### src/rtl/regfile_pkg.sv
package regfile_pkg;

  // source chosen by a read port
  typedef enum logic [1:0] {
    RD_ZERO   = 2'd0,
    RD_BYPASS = 2'd1,
    RD_STORED = 2'd2
  } rd_src_e;

endpackage

### src/rtl/rf_wr_decode.sv
module rf_wr_decode #(
  parameter int unsigned REG_WIDTH = 5,
  localparam int unsigned NumRegs  = 2 ** REG_WIDTH
) (
  input  logic                 rst_ni,
  input  logic                 wr_en_i,
  input  logic [REG_WIDTH-1:0] wr_addr_i,
  output logic                 wr_live_o,
  output logic [NumRegs-1:1]   wr_stb_o
);

  // writes during reset, and writes to index 0, are dropped
  assign wr_live_o = wr_en_i && rst_ni && (wr_addr_i != '0);

  for (genvar g = 1; g < NumRegs; g++) begin : g_stb
    assign wr_stb_o[g] = wr_live_o && (wr_addr_i == REG_WIDTH'(g));
  end

endmodule

### src/rtl/rf_store.sv
module rf_store #(
  parameter int unsigned XLEN      = 32,
  parameter int unsigned REG_WIDTH = 5,
  localparam int unsigned NumRegs  = 2 ** REG_WIDTH
) (
  input  logic                            clk_i,
  input  logic                            rst_ni,
  input  logic [NumRegs-1:1]              wr_stb_i,
  input  logic [XLEN-1:0]                 wr_data_i,
  output logic [NumRegs-1:0][XLEN-1:0]    regs_o
);

  for (genvar g = 0; g < NumRegs; g++) begin : g_reg
    if (g == 0) begin : g_hardwired
      assign regs_o[g] = '0;
    end else begin : g_flop
      logic [XLEN-1:0] q;
      always_ff @(posedge clk_i or negedge rst_ni) begin
        if (!rst_ni)          q <= '0;
        else if (wr_stb_i[g]) q <= wr_data_i;
      end
      assign regs_o[g] = q;
    end
  end

endmodule

### src/rtl/rf_read_port.sv
module rf_read_port
  import regfile_pkg::*;
#(
  parameter int unsigned XLEN      = 32,
  parameter int unsigned REG_WIDTH = 5,
  localparam int unsigned NumRegs  = 2 ** REG_WIDTH
) (
  input  logic [REG_WIDTH-1:0]         rd_addr_i,
  input  logic [NumRegs-1:0][XLEN-1:0] regs_i,
  input  logic                         wr_live_i,
  input  logic [REG_WIDTH-1:0]         wr_addr_i,
  input  logic [XLEN-1:0]              wr_data_i,
  output logic [XLEN-1:0]              rd_data_o
);

  rd_src_e src;

  always_comb begin
    if (rd_addr_i == '0)                          src = RD_ZERO;
    else if (wr_live_i && wr_addr_i == rd_addr_i) src = RD_BYPASS;
    else                                           src = RD_STORED;
  end

  always_comb begin
    unique case (src)
      RD_ZERO:   rd_data_o = '0;
      RD_BYPASS: rd_data_o = wr_data_i;
      default:   rd_data_o = regs_i[rd_addr_i];
    endcase
  end

endmodule

### src/rtl/regfile_2r1w.sv
module regfile_2r1w #(
  parameter int unsigned XLEN      = 32,
  parameter int unsigned REG_WIDTH = 5
) (
  input  logic                 clk_i,
  input  logic                 rst_ni,
  input  logic [REG_WIDTH-1:0] rd_a_addr_i,
  output logic [XLEN-1:0]      rd_a_data_o,
  input  logic [REG_WIDTH-1:0] rd_b_addr_i,
  output logic [XLEN-1:0]      rd_b_data_o,
  input  logic                 wr_en_i,
  input  logic [REG_WIDTH-1:0] wr_addr_i,
  input  logic [XLEN-1:0]      wr_data_i
);

  localparam int unsigned NumRegs = 2 ** REG_WIDTH;
  localparam int unsigned NumRd   = 2;

  logic                         wr_live;
  logic [NumRegs-1:1]           wr_stb;
  logic [NumRegs-1:0][XLEN-1:0] regs;
  logic [NumRd-1:0][REG_WIDTH-1:0] rd_addr;
  logic [NumRd-1:0][XLEN-1:0]      rd_data;

  rf_wr_decode #(.REG_WIDTH(REG_WIDTH)) u_dec (
    .rst_ni    (rst_ni),
    .wr_en_i   (wr_en_i),
    .wr_addr_i (wr_addr_i),
    .wr_live_o (wr_live),
    .wr_stb_o  (wr_stb)
  );

  rf_store #(.XLEN(XLEN), .REG_WIDTH(REG_WIDTH)) u_store (
    .clk_i     (clk_i),
    .rst_ni    (rst_ni),
    .wr_stb_i  (wr_stb),
    .wr_data_i (wr_data_i),
    .regs_o    (regs)
  );

  assign rd_addr[0] = rd_a_addr_i;
  assign rd_addr[1] = rd_b_addr_i;

  for (genvar p = 0; p < NumRd; p++) begin : g_rd
    rf_read_port #(.XLEN(XLEN), .REG_WIDTH(REG_WIDTH)) u_port (
      .rd_addr_i (rd_addr[p]),
      .regs_i    (regs),
      .wr_live_i (wr_live),
      .wr_addr_i (wr_addr_i),
      .wr_data_i (wr_data_i),
      .rd_data_o (rd_data[p])
    );
  end

  assign rd_a_data_o = rd_data[0];
  assign rd_b_data_o = rd_data[1];

endmodule

### config.mk
export PLATFORM = sky130hd
export DESIGN_NAME = regfile_2r1w
export DESIGN_NICKNAME = d
export VERILOG_FILES = /design/src/rtl/regfile_pkg.sv /design/src/rtl/rf_wr_decode.sv /design/src/rtl/rf_store.sv /design/src/rtl/rf_read_port.sv /design/src/rtl/regfile_2r1w.sv
export SDC_FILE = /design/constraint.sdc
export NUM_CORES = 2
export LEC_CHECK = 0
export ABC_AREA = 1
export BUFFER_PORTS_ARGS = -buffer_cell sky130_fd_sc_hd__buf_2
export CORE_MARGIN = 5
export CORE_UTILIZATION = 50
export DETAILED_ROUTE_END_ITERATION = 16
export GPL_TIMING_DRIVEN = 0
export PLACE_DENSITY = 0.76
export REMOVE_ABC_BUFFERS = 1
export SETUP_SLACK_MARGIN = 0.1
export SLEW_MARGIN = 20
export SYNTH_ARGS = -nofsm -noshare
export SYNTH_HDL_FRONTEND = slang
export SYNTH_HIERARCHICAL = 1
export SYNTH_SLANG_ARGS = --single-unit
### constraint.sdc
create_clock -name clk_i -period 5.8 [get_ports clk_i]
set_input_delay 1.16 -clock clk_i [delete_from_list [all_inputs] [get_ports clk_i]]
set_output_delay 1.16 -clock clk_i [all_outputs]
set_load 0.01 [all_outputs]
==> results.md <==
| Stage | Result | This run |
| --- | --- | --- |
| run status | Outcome | finished, final reports clean |
| critical path | Largest fanout of any net on the critical path | 93 |
| logic synthesis | Synth Register Bits | 992 |
| global routing | Global-route wire length before repair | 375 mm |
| cells and area | Largest registers in the final layout | u_store/g.g_flop.q x992 |
| sta | Post-layout minimum cycle time | 5600 ps |
| die | Die W | 370 um |
| power and ir drop | Share of total power in combinational logic | 0.197 |
| cells and area | Flip-flop count of the largest register after layout | 992 |
| sta | Count of endpoints failing setup in the final report | 0 |
| logic synthesis | Post-synthesis average cell area | 6.25 um^2 |
| logic synthesis | Count of unique library cells instantiated by Yosys | 27 |
| die | Row count | 132 |
| sta | Period utilisation layout | 0.965 |
| sta | Number of max-slew violations in the final report | 0 |
| placed design | Area after detailed placement | 65400 um^2 |
| cells and area | Area overhead of the layout relative to synthesis | 7.34% |
| sta | Unrepaired setup endpoints after global routing | false |
| worst hold path | Path class of the lowest-slack min-delay path | input port to asynchronous set/reset pin |
| critical path | Arrival time at the worst endpoint | 4440 ps |
| critical path | Launching element type of the critical path | input port |
| power and ir drop | Register share of total power | 0.430 |
| routing | Via count | 67300 |
| critical path | Number of cells traversed by the worst register-to-register path | 2 |
| global routing | Vias in the first global route | 64000 |
| cts | Cts bufs inserted | 108 |
| cts | Clock Sink Count | 992 |
| cts | Clock Path Buffers | 3 |
| critical path | Chain of cells forming the critical path | buf_8, buf_16, inv_8, buf_16, o21ai_0, nor2_1, nand3_1, nand2_1, inv_4, nand3_1, nand2_1, buf_2 |
| placed design | Number of input and output port buffers inserted | 113 |
| cells and area | Biggest register | u_store/g.g_flop.q |
| logic synthesis | Summed instance area of the synthesized netlist | 64800 um^2 |
| critical path | Required arrival time at the worst endpoint | 4640 ps |
| die | Die ar. | 137000 um^2 |
| die | Initial core utilization | 0.502 |
| cts | CTS H-Tree Depth | 3 |
| routing | Detailed Routing Iterations Pass 1 | 8 |
| die | Core region area | 129000 um^2 |
| critical path | Category of the most critical setup path | input port to output port |
| cells and area | Total area of sequential cells | 24800 um^2 |
| critical path | Cell with the largest stage delay on the worst path | sky130_fd_sc_hd__buf_8 |
| sta | Worst-case headroom to the max-slew limit | 0.375 |
| placed design | HPWL reported at the end of detailed placement | 137 mm |
| cts | Number of hold buffers added after cts | 0 |
| cells and area | Share of post-route cells with drive strength above 1 | 0.0735 |
| sta | Number of hold-slack violations in the final timing report | 0 |
| die | Vert. Die Dim | 370 um |
| power and ir drop | Static leakage | 38.2 nW |
| logic synthesis | Sequential cell area fraction in the yosys report | 0.383 |
| routing | Drt total wl | 250 mm |
| cts | Clk_lat worst skew | 720 ps |
| cells and area | Post-route design area | 69500 um^2 |
| routing | Final routed wire length divided by cell count | 21.3 um |
| logic synthesis | Total number of yosys warnings | 6 |
| power and ir drop | Internal portion of total power | 13.5 mW |
| routing | Count of nets left with antenna violations after detail routing | 0 |
| global routing | Pin count of the biggest net entering global routing | 138 |
| cts | Clock tree from TritonCTS | yes |
| sta | Highest clock frequency the design can meet | 179 MHz |
| logic synthesis | Post-Syn Instances | 10400 |
| global routing | Number of antenna violations at the first check in global routing | 10 |
| cells and area | Multi-input logic area | 32400 um^2 |
| global routing | Total track usage | 0.354 |
| critical path | Slowest Stage Delay on Critical Path | 480 ps |
| routing | Post-detailed-route DRC marker count | 0 |
| power and ir drop | Pwr dens | 286 nW/um^2 |
| global routing | Global route overflow | 0 |
| critical path | Kind of end point of the critical path | output port |
| power and ir drop | Clock Power Share | 0.373 |
| sta | Hold Worst Slack | 317 ps |
| power and ir drop | Peak supply drop | 0.000321 V |
| cts | Root buffer cell | sky130_fd_sc_hd__clkbuf_16 |
| critical path | Worst reg2reg setup slack | 5060 ps |
| routing | Iteration-0 DRC Markers | 9737 |
| sta | Transition time at the pin with the least slew margin | 936 ps |
| cells and area | Final #Nets | 9983 |
| power and ir drop | Net load switching power | 6.42 mW |
| job | Reported max-cap violation count | 0 |
| cts | Clock-pin transition on the worst setup and hold timing paths | 60 ps |
| routing | Mean number of vias per cell | 5.72 |
| placed design | Placer's final routability congestion estimate | 0.882 |
| sta | Final Skew | 0 ps |
| cells and area | Filler cell count | 12200 |
| die | Top Ports | 114 |
| power and ir drop | Proportion of total power due to net switching | 0.323 |
==> layer usage <==
metal	wire, um	GRT usage	part of all wire	up-vias
met5	60	0	0.00024	-
met4	19100	0.228	0.076	10
met3	37100	0.102	0.15	1283
met2	105000	0.531	0.42	4925
met1	89300	0.447	0.36	30700
li1	-	-	-	30400
==> layout by cell type, fill, tap and decap left out, drive strengths merged <==
cell type,instances
a31oi,2
conb,32
nand3,1299
nand2,6348
clkinvlp,3
buf,217
diode,5
nor2,141
nor3b,2
xor2,4
clkbuf,162
inv,708
o211ai,16
clkinv,30
dfrtp,992
bufbuf,5
o21ai,52
nor3,2
bufinv,11
==> repair_timing <==
action	CTS	global route
buffers inserted	4	0
pin swaps	0	0
endpoints found under the setup margin	64	38
resized for setup	6	11
cloned	5	2
==> worst max-delay path, delay by kind of cell <==
family                 cells  cell delay (ps)
AOI/OAI and AO/OA          1              250
buffers and inverters      6             2040
and+or+nand+nor            5              790
==> logic make-up after synthesis <==
group,Yosys count,share of synthesized area
AND/OR/NAND/NOR,7792,0.487
AO/OA/AOI/OAI,70,0.00653
other,1,0.0000579
flip-flops,992,0.383
XOR/XNOR,4,0.000541
buffers and inverters,1509,0.123
==> worst paths after layout <==
kind | start | end
worst max-delay path | rd_b_addr_i[1] | rd_b_data_o[22]
worst min-delay path | rst_ni | u_store/g_reg[25].g_flop.q[9]
worst max register to register | u_store/g_reg[7].g_flop.q[8] | u_store/g_reg[7].g_flop.q[8]
worst min register to register | u_store/g_reg[3].g_flop.q[10] | u_store/g_reg[3].g_flop.q[10]
max in group asynchronous | rst_ni | u_store/g_reg[5].g_flop.q[15]
min in group clk_i | u_store/g_reg[3].g_flop.q[10] | u_store/g_reg[3].g_flop.q[10]
==> power groups by stage <==
stage | logic (mW) | registers (mW) | clock network (mW)
final | 3.92 | 8.55 | 7.42
after global routing | 4.38 | 8.66 | 7.71
after CTS | 3.80 | 8.52 | 7.45
after detailed placement | 3.75 | 8.63 | 0
after global placement | 3.70 | 8.59 | 0
after floorplan | 2.40 | 8.49 | 0
==> cell usage after synthesis (all sizes together) <==
cell	count	area (um^2)
nand3	1299	6500
inv	707	2780
buf	608	4430
o21ai	52	260
clkinv	2	7.51
dfrtp	992	24800
conb	1	3.75
a31oi	2	42.5
nor3b	2	25.0
clkbuf	192	758
xor2	4	35.0
o211ai	16	120
nand2	6348	24400
nor2	141	544
nor3	2	10.0
==> layout make-up <==
type	instances	share of cell area
clock inverters	43	0.00761
well taps	1742	0.0313
multi-input cells	7898	0.465
repair buffers	224	0.0506
diodes	5	0.000180
inverters	709	0.0412
flip-flops and latches	992	0.357
clock buffers	160	0.0466
==> through the flow <==
stage	setup TNS, ps	utilization	worst slack (ps)	power (mW)	cells
floorplan	-112980	-	-1770	10.9	9599
global placement	-	0.484	-29820	12.3	11500
detailed placement	-66170	0.507	-1290	12.4	11600
CTS	0	0.538	147	19.8	11800
global route	0	0.538	88.8	20.8	11800
finish	0	0.538	201	19.9	11800
No activity file was read; power rests on OpenSTA's default activity.
